**src/rtl/mfm_rd_pkg.sv**
```systemverilog
package mfm_rd_pkg;
   typedef enum logic [1:0] {
      FR_IDLE = 2'd0,
      FR_HUNT = 2'd1,
      FR_DATA = 2'd2
   } fr_state_t;
endpackage

```
**src/rtl/mfm_edge_sync.sv**
```systemverilog
module mfm_edge_sync #(
   parameter int STAGES  = 2,
   parameter bit IDLE    = 1'b0,
   parameter bit FALLING = 1'b0
) (
   input  logic clk,
   input  logic rst_n,
   input  logic din,
   output logic edge_o
);
   typedef logic [STAGES-1:0] pipe_t;

   pipe_t pipe;
   logic  prev;

   always_ff @(posedge clk or negedge rst_n) begin
      if (!rst_n) begin
         pipe <= {STAGES{IDLE}};
         prev <= IDLE;
      end else begin
         pipe <= pipe_t'({pipe, din});
         prev <= pipe[STAGES-1];
      end
   end

   if (FALLING) begin : g_fall
      assign edge_o = prev & ~pipe[STAGES-1];
   end else begin : g_rise
      assign edge_o = ~prev & pipe[STAGES-1];
   end
endmodule

```
**src/rtl/mfm_phase_track.sv**
```systemverilog
module mfm_phase_track #(
   parameter int OVS   = 16,
   parameter bit TRACK = 1'b1
) (
   input  logic clk,
   input  logic rst_n,
   input  logic restart,
   input  logic rise,
   output logic cell_stb,
   output logic cell_bit
);
   localparam int PW    = $clog2(OVS);
   localparam int HALF  = OVS / 2;
   localparam int CLK_C = OVS / 4;
   localparam int DAT_C = (3 * OVS) / 4;

   logic [PW-1:0] ph;
   logic [PW:0]   ph_sum;
   logic [1:0]    step;
   logic          data_seen;
   logic          in_data;
   logic [PW-1:0] centre;

   assign in_data = (ph >= PW'(HALF));
   assign centre  = in_data ? PW'(DAT_C) : PW'(CLK_C);

   if (TRACK) begin : g_track
      // nudge the boundary one tick toward the observed transition
      always_comb begin
         step = 2'd1;
         if (rise) begin
            if (ph > centre)      step = 2'd0;
            else if (ph < centre) step = 2'd2;
         end
      end
   end else begin : g_free
      logic unused_centre;
      assign unused_centre = ^centre;
      assign step = 2'd1;
   end

   assign ph_sum   = {1'b0, ph} + (PW+1)'(step);
   assign cell_stb = ph_sum[PW];
   assign cell_bit = data_seen | (rise & in_data);

   always_ff @(posedge clk or negedge rst_n) begin
      if (!rst_n) begin
         ph        <= '0;
         data_seen <= 1'b0;
      end else if (restart) begin
         ph        <= PW'(1);
         data_seen <= 1'b0;
      end else begin
         ph <= ph_sum[PW-1:0];
         if (cell_stb)
            data_seen <= 1'b0;
         else if (rise && in_data)
            data_seen <= 1'b1;
      end
   end
endmodule

```
**src/rtl/mfm_framer.sv**
```systemverilog
module mfm_framer
   import mfm_rd_pkg::*;
#(
   parameter int MIN_ZEROS   = 16,
   parameter int SYNC_WINDOW = 64,
   parameter int BYTE_W      = 8
) (
   input  logic              clk,
   input  logic              rst_n,
   input  logic              arm,
   input  logic              disarm,
   input  logic              cell_stb,
   input  logic              cell_bit,
   output logic [BYTE_W-1:0] byte_out,
   output logic              byte_vld,
   output logic              sync_found,
   output logic              sync_err
);
   localparam int CW = $clog2(SYNC_WINDOW + 1);
   localparam int NW = $clog2(BYTE_W);

   fr_state_t         st;
   logic [CW-1:0]     cells;
   logic [CW-1:0]     cells_p1;
   logic [CW-1:0]     zeros;
   logic [NW-1:0]     nbits;
   logic [BYTE_W-2:0] shreg;
   logic [BYTE_W-1:0] nxt;

   assign cells_p1 = cells + CW'(1);
   assign nxt      = {shreg, cell_bit};

   always_ff @(posedge clk or negedge rst_n) begin
      if (!rst_n) begin
         st         <= FR_IDLE;
         cells      <= '0;
         zeros      <= '0;
         nbits      <= '0;
         shreg      <= '0;
         byte_out   <= '0;
         byte_vld   <= 1'b0;
         sync_found <= 1'b0;
         sync_err   <= 1'b0;
      end else begin
         byte_vld <= 1'b0;
         if (arm || disarm) begin
            st         <= arm ? FR_HUNT : FR_IDLE;
            cells      <= '0;
            zeros      <= '0;
            nbits      <= '0;
            sync_found <= 1'b0;
            sync_err   <= 1'b0;
         end else if (cell_stb) begin
            case (st)
               FR_HUNT: begin
                  cells <= cells_p1;
                  if (cell_bit) begin
                     if (zeros >= CW'(MIN_ZEROS)) begin
                        sync_found <= 1'b1;
                        st         <= FR_DATA;
                        nbits      <= '0;
                     end else begin
                        sync_err <= 1'b1;
                        st       <= FR_IDLE;
                     end
                  end else if (cells_p1 >= CW'(SYNC_WINDOW)) begin
                     sync_err <= 1'b1;
                     st       <= FR_IDLE;
                  end else begin
                     zeros <= zeros + CW'(1);
                  end
               end
               FR_DATA: begin
                  shreg <= nxt[BYTE_W-2:0];
                  if (nbits == NW'(BYTE_W - 1)) begin
                     byte_out <= nxt;
                     byte_vld <= 1'b1;
                     nbits    <= '0;
                  end else begin
                     nbits <= nbits + NW'(1);
                  end
               end
               default: ;
            endcase
         end
      end
   end
endmodule

```
**src/rtl/mfm_sector_reader.sv**
```systemverilog
module mfm_sector_reader #(
   parameter int OVS         = 16,
   parameter int SYNC_STAGES = 2,
   parameter int MIN_ZEROS   = 16,
   parameter int SYNC_WINDOW = 64,
   parameter int BYTE_W      = 8,
   parameter bit TRACK_EN    = 1'b1
) (
   input  logic              clk,
   input  logic              rst_n,
   input  logic              rd_pulse,
   input  logic              sector_pulse,
   input  logic              rd_en,
   output logic [BYTE_W-1:0] byte_out,
   output logic              byte_vld,
   output logic              sync_found,
   output logic              sync_err
);
   if (OVS < 8 || (OVS & (OVS - 1)) != 0) begin : g_bad_ovs
      $error("OVS must be a power of two and at least 8");
   end
   if (MIN_ZEROS < 1 || MIN_ZEROS >= SYNC_WINDOW) begin : g_bad_win
      $error("MIN_ZEROS must lie between 1 and SYNC_WINDOW-1");
   end
   if (BYTE_W < 2) begin : g_bad_byte
      $error("BYTE_W must be at least 2");
   end
   if (SYNC_STAGES < 1) begin : g_bad_sync
      $error("SYNC_STAGES must be at least 1");
   end

   logic rd_rise;
   logic sec_fall;
   logic cell_stb;
   logic cell_bit;

   mfm_edge_sync #(.STAGES(SYNC_STAGES), .IDLE(1'b0), .FALLING(1'b0)) u_rd_sync (
      .clk(clk), .rst_n(rst_n), .din(rd_pulse), .edge_o(rd_rise));

   mfm_edge_sync #(.STAGES(SYNC_STAGES), .IDLE(1'b1), .FALLING(1'b1)) u_sec_sync (
      .clk(clk), .rst_n(rst_n), .din(sector_pulse), .edge_o(sec_fall));

   mfm_phase_track #(.OVS(OVS), .TRACK(TRACK_EN)) u_track (
      .clk(clk), .rst_n(rst_n), .restart(sec_fall), .rise(rd_rise),
      .cell_stb(cell_stb), .cell_bit(cell_bit));

   mfm_framer #(.MIN_ZEROS(MIN_ZEROS), .SYNC_WINDOW(SYNC_WINDOW), .BYTE_W(BYTE_W)) u_framer (
      .clk(clk), .rst_n(rst_n),
      .arm(sec_fall & rd_en), .disarm(sec_fall & ~rd_en),
      .cell_stb(cell_stb), .cell_bit(cell_bit),
      .byte_out(byte_out), .byte_vld(byte_vld),
      .sync_found(sync_found), .sync_err(sync_err));
endmodule

```
**config.mk**
```make
export PLATFORM = sky130hd
export DESIGN_NAME = mfm_sector_reader
export DESIGN_NICKNAME = d
export VERILOG_FILES = /design/src/rtl/mfm_rd_pkg.sv /design/src/rtl/mfm_edge_sync.sv /design/src/rtl/mfm_phase_track.sv /design/src/rtl/mfm_framer.sv /design/src/rtl/mfm_sector_reader.sv
export SDC_FILE = /design/constraint.sdc
export NUM_CORES = 1
export LEC_CHECK = 0
export BUFFER_PORTS_ARGS = -buffer_cell sky130_fd_sc_hd__buf_2
export CORE_MARGIN = 2
export CORE_UTILIZATION = 35
export DETAILED_ROUTE_END_ITERATION = 6
export PLACE_DENSITY = 0.58
export SLEW_MARGIN = 10
export SYNTH_ARGS = -nofsm -noshare
export SYNTH_HDL_FRONTEND = slang
export SYNTH_HIERARCHICAL = 1
export SYNTH_SLANG_ARGS = --single-unit
```
**constraint.sdc**
```tcl
create_clock -name clk -period 2.4 [get_ports clk]
set_input_delay 0.48 -clock clk [delete_from_list [all_inputs] [get_ports clk]]
set_output_delay 0.48 -clock clk [all_outputs]
set_load 0.1 [all_outputs]
```
==> results of run 1 <==
[final timing paths]
path,from,end,depth (start not counted)
min reg2reg,u_rd_sync/pipe[0],u_rd_sync/pipe[1],0
max in group asynchronous,rst_n,u_sec_sync/pipe[0],2
max reg2reg,u_rd_sync/pipe[1],u_framer/cells[5],10
max,u_rd_sync/pipe[1],u_framer/cells[5],10
min in group clk,sector_pulse,u_sec_sync/pipe[0],1
min,rst_n,u_framer/byte_out[7],1
[synth_stat cells, drive strengths merged]
| cell | number | area (um2) |
|---|---|---|
| xor2 | 5 | 43.8 |
| nand2 | 36 | 143 |
| nor2b | 6 | 52.6 |
| clkbuf | 2 | 7.51 |
| a2111o | 2 | 22.5 |
| dfrtp | 45 | 1130 |
| a211o | 1 | 8.76 |
| mux2 | 10 | 116 |
| nand4 | 6 | 37.5 |
| xnor2 | 2 | 17.5 |
| and2 | 1 | 7.51 |
| buf | 3 | 23.8 |
| and2b | 1 | 8.76 |
| and4 | 1 | 11.3 |
| inv | 5 | 18.8 |
| and3b | 1 | 8.76 |
| nand3 | 4 | 20.0 |
| nand3b | 2 | 15.0 |
| nand2b | 2 | 20.0 |
| ha | 6 | 75.1 |
| or2 | 1 | 6.26 |
| nor4b | 1 | 8.76 |
| nor2 | 15 | 58.8 |
| nand4b | 1 | 15.0 |
| and3 | 4 | 25.0 |
| a32o | 2 | 20.0 |
| o31ai | 1 | 7.51 |
| or3 | 3 | 18.8 |
| dfstp | 3 | 78.8 |
| a21oi | 7 | 35.0 |
| a31o | 1 | 8.76 |
| nor3b | 2 | 15.0 |
| o311a | 1 | 10.0 |
| o21ai | 7 | 38.8 |
| mux2i | 6 | 60.1 |
| fa | 1 | 20.0 |
| a21o | 2 | 15.0 |
[state kept, by name, summed over array words and instances, names as in the netlist]
signal               flops
u_framer/byte_out        8
u_framer/nbits           3
u_sec_sync/prev          1
u_framer/sync_err        1
u_framer/shreg           7
u_rd_sync/pipe           2
u_framer/byte_vld        1
u_track/ph               4
u_framer/zeros           7
u_framer/st              2
u_framer/cells           7
u_sec_sync/pipe          2
u_track/data_seen        1
u_framer/sync_found      1
u_rd_sync/prev           1
[area by class of cell]
class,instances,share of cell area (%)
clock inverter,2,1.52
clock buffer,6,3.24
multi-input combinational,141,38.4
inverter,5,0.736
sequential,48,47.3
timing repair buffer,22,5.01
tap,77,3.78
[through the flow]
stage	instances	total power, uW	hold slack (ns)
detailed placement	292	1140	0.336
finish	301	1740	0.0799
CTS	300	1770	0.0852
global route	301	1840	0.0907
global placement	292	1140	0.346
floorplan	199	1080	0.184
[logic make-up (layout without fill, tap and decap cells)]
| logic type | count (synthesis) | in the layout | share of synthesized area [%] |
|---|---|---|---|
| mux | 16 | 16 | 7.93 |
| xor+xnor | 7 | 7 | 2.75 |
| simple gates | 87 | 87 | 21.2 |
| compound gates | 24 | 24 | 7.48 |
| flops | 48 | 48 | 54.1 |
| fa+ha+maj | 7 | 7 | 4.27 |
| buf+inv | 10 | 35 | 2.25 |
[per-layer routing]
| layer | routed length, um | global-route usage [%] |
|---|---|---|
| met1 | 1830 | 15.7 |
| met2 | 1770 | 18.4 |
| met3 | 118 | 3.26 |
| met4 | 53 | 4.40 |
| met5 | 0 | 0 |
[timing repair]
action                     CTS  global route
hold buffers                 0             0
gates resized for setup      0             4
setup buffers                0             1
setup endpoints to repair    0            11
[critical path, stage by stage, from the launching register on]
cell and delay [ns]:
dfrtp_1 0.37, nor2b_4 0.18, nand2b_4 0.15, inv_1 0.05
fa_1 0.40, and3_4 0.23, and3b_2 0.26, buf_4 0.17
nand4_1 0.10, xor2_1 0.15, nor2_1 0.05
[power by group through the flow]
stage               clock network (uW)  logic, uW  registers (uW)
detailed placement                   0        220             918
global route                       670        255             915
global placement                     0        219             918
finish                             614        224             905
CTS                                637        225             903
floorplan                            0        175             909
==> results.sh, run 1 <==
export IMPL_clock_fmax_mhz=452
export IMPL_swShare_pct=25.3
export IMPL_criticalPathCategory="register to register"
export IMPL_antenna_found_initial=0
export IMPL_critical_path_startpoint_type="register"
export IMPL_multiInputGateArea_um2=980
export IMPL_tritoncts="built"
export IMPL_final_core_util_pct=40.8
export IMPL_gpl_final_weighted_congestion=0.781
export IMPL_critical_path_endpoint_type="register"
export IMPL_postSynthNetCount=211
export IMPL_power_sequential_fraction_pct=51.9
export IMPL_post_detailed_route_count_of_antenna_violating_nets=0
export IMPL_fp_row_count=29
export IMPL_detail_route_iter0_violations=69
export IMPL_dp_hpwl_um=2610
export IMPL_crit_fanout=8
export IMPL_timing_hold_worst_class="primary input to async pin"
export IMPL_rsz0062_at_grt="no"
export IMPL_worstSkewPairLatency_ns=0.30
export IMPL_grt_util_all_layers_pct=11.8
export IMPL_reg2reg_slack_ns=0.19
export IMPL_preCtsSetupSlack_ns=0.0620
export IMPL_post_synth_instance_area_um2=2230
export IMPL_routed_wire_length_per_instance_um=12.5
export IMPL_root_buffer="clkbuf_8"
export IMPL_synth_ff_latch_count=48
export IMPL_slew_headroom_pct=68.0
export IMPL_hold_viol_final=0
export IMPL_start_util_pct=35.7
export IMPL_htree_levels=2
export IMPL_arrival_ns=2.40
export IMPL_cts_inserted_buffers=5
export IMPL_power_internal_uw=1300
export IMPL_outcome="completed"
export IMPL_share_of_layout_cells_above_drive_strength_1_pct=25.9
export IMPL_placement_io_buffers=15
export IMPL_n_fill_cell=636
export IMPL_yosysWarnings=6
export IMPL_fp_dieArea_um2=7010
export IMPL_drc=0
export IMPL_power_leakage_uw=0.00133
export IMPL_chipHeight_um=83.7
export IMPL_max_cap_violations=0
export IMPL_vias_in_the_first_global_route=1417
export IMPL_clockPowerShare_pct=35.2
export IMPL_final_cell_mix="dfrtp_1 (45), nand2_1 (35), buf_2 (15), nor2_1 (14), mux2_2 (9)"
export IMPL_path_clk_slew_ns=0.09
export IMPL_worst_ir_drop_vdd_mv=0.288
export IMPL_report_final_setup_viol=0
export IMPL_io_pins=16
export IMPL_vias=1463
export IMPL_tightest_slew_ns=0.484
export IMPL_drt_pass1_iterations=4
export IMPL_drt_total_wl_um=3770
export IMPL_cts_root_to_sink_buffers=2
export IMPL_setup_ws_ns=0.186
export IMPL_final_setup_skew_ns=0.00732
export IMPL_globalRoute_totalOverflow=0
export IMPL_final_net_count=235
export IMPL_core_region_area_um2=6240
export IMPL_synth_avg_cell_area_um2=11.2
export IMPL_grt_max_degree=18
export IMPL_layout_commonest_cell="dfrtp_1"
export IMPL_area_delta_synth_final_pct=14.5
export IMPL_p_per_area_nw_per_um2=684
export IMPL_combinationalPowerShare_pct=12.8
export IMPL_finish_instance_area_um2=2550
export IMPL_switching_power_uw=441
export IMPL_diodes_inserted=0
export IMPL_final_period_minus_worst_setup_slack_ns=2.21
export IMPL_count_of_clock_tree_sinks=48
export IMPL_die_w_um=83.7
export IMPL_yosysSeqAreaShare_pct=54.1
export IMPL_layout_area_seq_um2=1200
export IMPL_report_final_slew_viol_count=0
export IMPL_critical_path_required_ns=2.59
export IMPL_detail_route_vias_per_cell=4.86
export IMPL_dpl_instance_area_um2=2410
export IMPL_crit_share_post_route_pct=92.3
export IMPL_grt_pass1_wl_um=6650
export IMPL_synth_distinct_cells=45
export IMPL_total_negative_slack_for_setup_checks_ns=0
export IMPL_synthCells=199
Note: power is estimated with default switching activity, not from simulation.
==> inputs of run 2 (changes only) <==
BUFFER_PORTS_ARGS = not set   (was -buffer_cell sky130_fd_sc_hd__buf_2)
DONT_BUFFER_PORTS = 1   (was not set)
PLACE_DENSITY = 0.56   (was 0.58)
==> results.sh, run 2 (synthesis results as in run 1) <==
export IMPL_critical_path_endpoint_type="register"
export IMPL_detail_route_vias_per_cell=4.99
export IMPL_rsz0062_at_grt="no"
export IMPL_report_final_setup_viol=0
export IMPL_die_w_um=83.7
export IMPL_chipHeight_um=83.7
export IMPL_power_leakage_uw=0.00127
export IMPL_max_cap_violations=0
export IMPL_drt_total_wl_um=3770
export IMPL_layout_commonest_cell="dfrtp_1"
export IMPL_slew_headroom_pct=40.2
export IMPL_hold_viol_final=0
export IMPL_cts_inserted_buffers=5
export IMPL_grt_util_all_layers_pct=11.7
export IMPL_post_detailed_route_count_of_antenna_violating_nets=0
export IMPL_grt_max_degree=46
export IMPL_count_of_clock_tree_sinks=48
export IMPL_p_per_area_nw_per_um2=690
export IMPL_drt_pass1_iterations=4
export IMPL_fin_total_pwr_uw=1730
export IMPL_reg2reg_slack_ns=0.17
export IMPL_globalRoute_totalOverflow=0
export IMPL_area_delta_synth_final_pct=12.9
export IMPL_crit_fanout=7
export IMPL_htree_levels=2
export IMPL_timing_hold_worst_class="primary input to async pin"
export IMPL_grt_pass1_wl_um=6640
export IMPL_routed_wire_length_per_instance_um=13.0
export IMPL_report_final_slew_viol_count=0
export IMPL_final_setup_skew_ns=0.0130
export IMPL_vias_in_the_first_global_route=1407
export IMPL_diodes_inserted=0
export IMPL_path_clk_slew_ns=0.09
export IMPL_drc=0
export IMPL_io_pins=16
export IMPL_total_negative_slack_for_setup_checks_ns=0
export IMPL_final_period_minus_worst_setup_slack_ns=2.23
export IMPL_start_util_pct=35.7
export IMPL_fp_row_count=29
export IMPL_antenna_found_initial=0
export IMPL_worst_ir_drop_vdd_mv=0.292
export IMPL_clock_fmax_mhz=449
export IMPL_tritoncts="built"
export IMPL_worstSkewPairLatency_ns=0.30
export IMPL_critical_path_startpoint_type="register"
export IMPL_arrival_ns=2.41
export IMPL_largest_register_ff_count=8
export IMPL_final_net_count=223
export IMPL_criticalPathCategory="register to register"
export IMPL_vias=1442
export IMPL_final_cell_mix="dfrtp_1 (45), nand2_1 (35), nor2_1 (14), mux2_2 (9), buf_4 (8)"
export IMPL_share_of_layout_cells_above_drive_strength_1_pct=20.8
export IMPL_outcome="completed"
export IMPL_crit_share_post_route_pct=92.9
export IMPL_cts_root_to_sink_buffers=2
export IMPL_gpl_final_weighted_congestion=0.720
export IMPL_fp_dieArea_um2=7010
export IMPL_root_buffer="clkbuf_8"
export IMPL_core_region_area_um2=6240
export IMPL_regMostFlops="u_framer/byte_out"
export IMPL_critical_path_required_ns=2.58
export IMPL_detail_route_iter0_violations=83
export IMPL_placement_io_buffers=0
export IMPL_dp_hpwl_um=2500
export IMPL_tightest_slew_ns=0.897
run 2: cell type report:
type	count	area, um2
inverter	5	18.8
clock buffer	6	82.6
tap	77	96.3
timing repair buffer	10	97.6
fill	624	3730
multi-input combinational	141	975
clock inverter	2	38.8
sequential	48	1200
run 2: critical path, stage by stage, from the launching register on:
cell	delay (ns)
dfrtp_1	0.40
nor2b_4	0.14
nand2b_4	0.15
inv_1	0.05
fa_1	0.39
and3_1	0.23
and3b_2	0.27
buf_4	0.18
nand3_1	0.09
xor2_1	0.15
nor2_1	0.05
run 2: metal layers:
layer	GRT usage, %	wire (um)	share of wire [%]	vias to the layer above
met5	0	0	0	-
met4	3.52	36	0.95	0
met3	2.97	86	2.3	5
met2	18.3	1800	48	13
met1	16.0	1850	49	716
li1	-	-	-	708
run 2: path summary, 6_finish.rpt:
| path | from | endpoint | cells past startpoint |
|---|---|---|---|
| worst min-delay path | rst_n | u_framer/zeros[0] | 1 |
| worst min register to register | u_rd_sync/pipe[0] | u_rd_sync/pipe[1] | 0 |
| max in group asynchronous | rst_n | u_sec_sync/pipe[0] | 1 |
| worst max-delay path | u_rd_sync/prev | u_framer/cells[6] | 10 |
| worst max register to register | u_rd_sync/prev | u_framer/cells[6] | 10 |
| min in group clk | sector_pulse | u_sec_sync/pipe[0] | 0 |
run 2: stage by stage:
step                cells  worst slack, ns  util [%]  hold WS [ns]  area (um2)
global placement      279            0.186      37.7         0.186        2350
global route          289           0.0271      40.3        0.0174        2510
detailed placement    279            0.152      37.7         0.186        2350
finish                289            0.171      40.3       0.00966        2510
CTS                   289            0.108      40.2        0.0164        2510
floorplan             199            0.230         -         0.184        2230
run 2: timing repair:
| action | in CTS | in global routing |
|---|---|---|
| endpoints found under the setup margin | 0 | 4 |
| hold buffers | 2 | 0 |
| hold endpoints to repair | 45 | 0 |
| buffers inserted | 0 | 0 |
| gates resized for setup | 0 | 2 |
run 2: where the power goes:
part           internal, uW  switching (uW)  total (uW)  leakage (uW)
registers               855            49.2         904      0.000644
logic                   104             115         219      0.000568
clock network           341             270         611     0.0000614
total                  1300             434        1730       0.00127
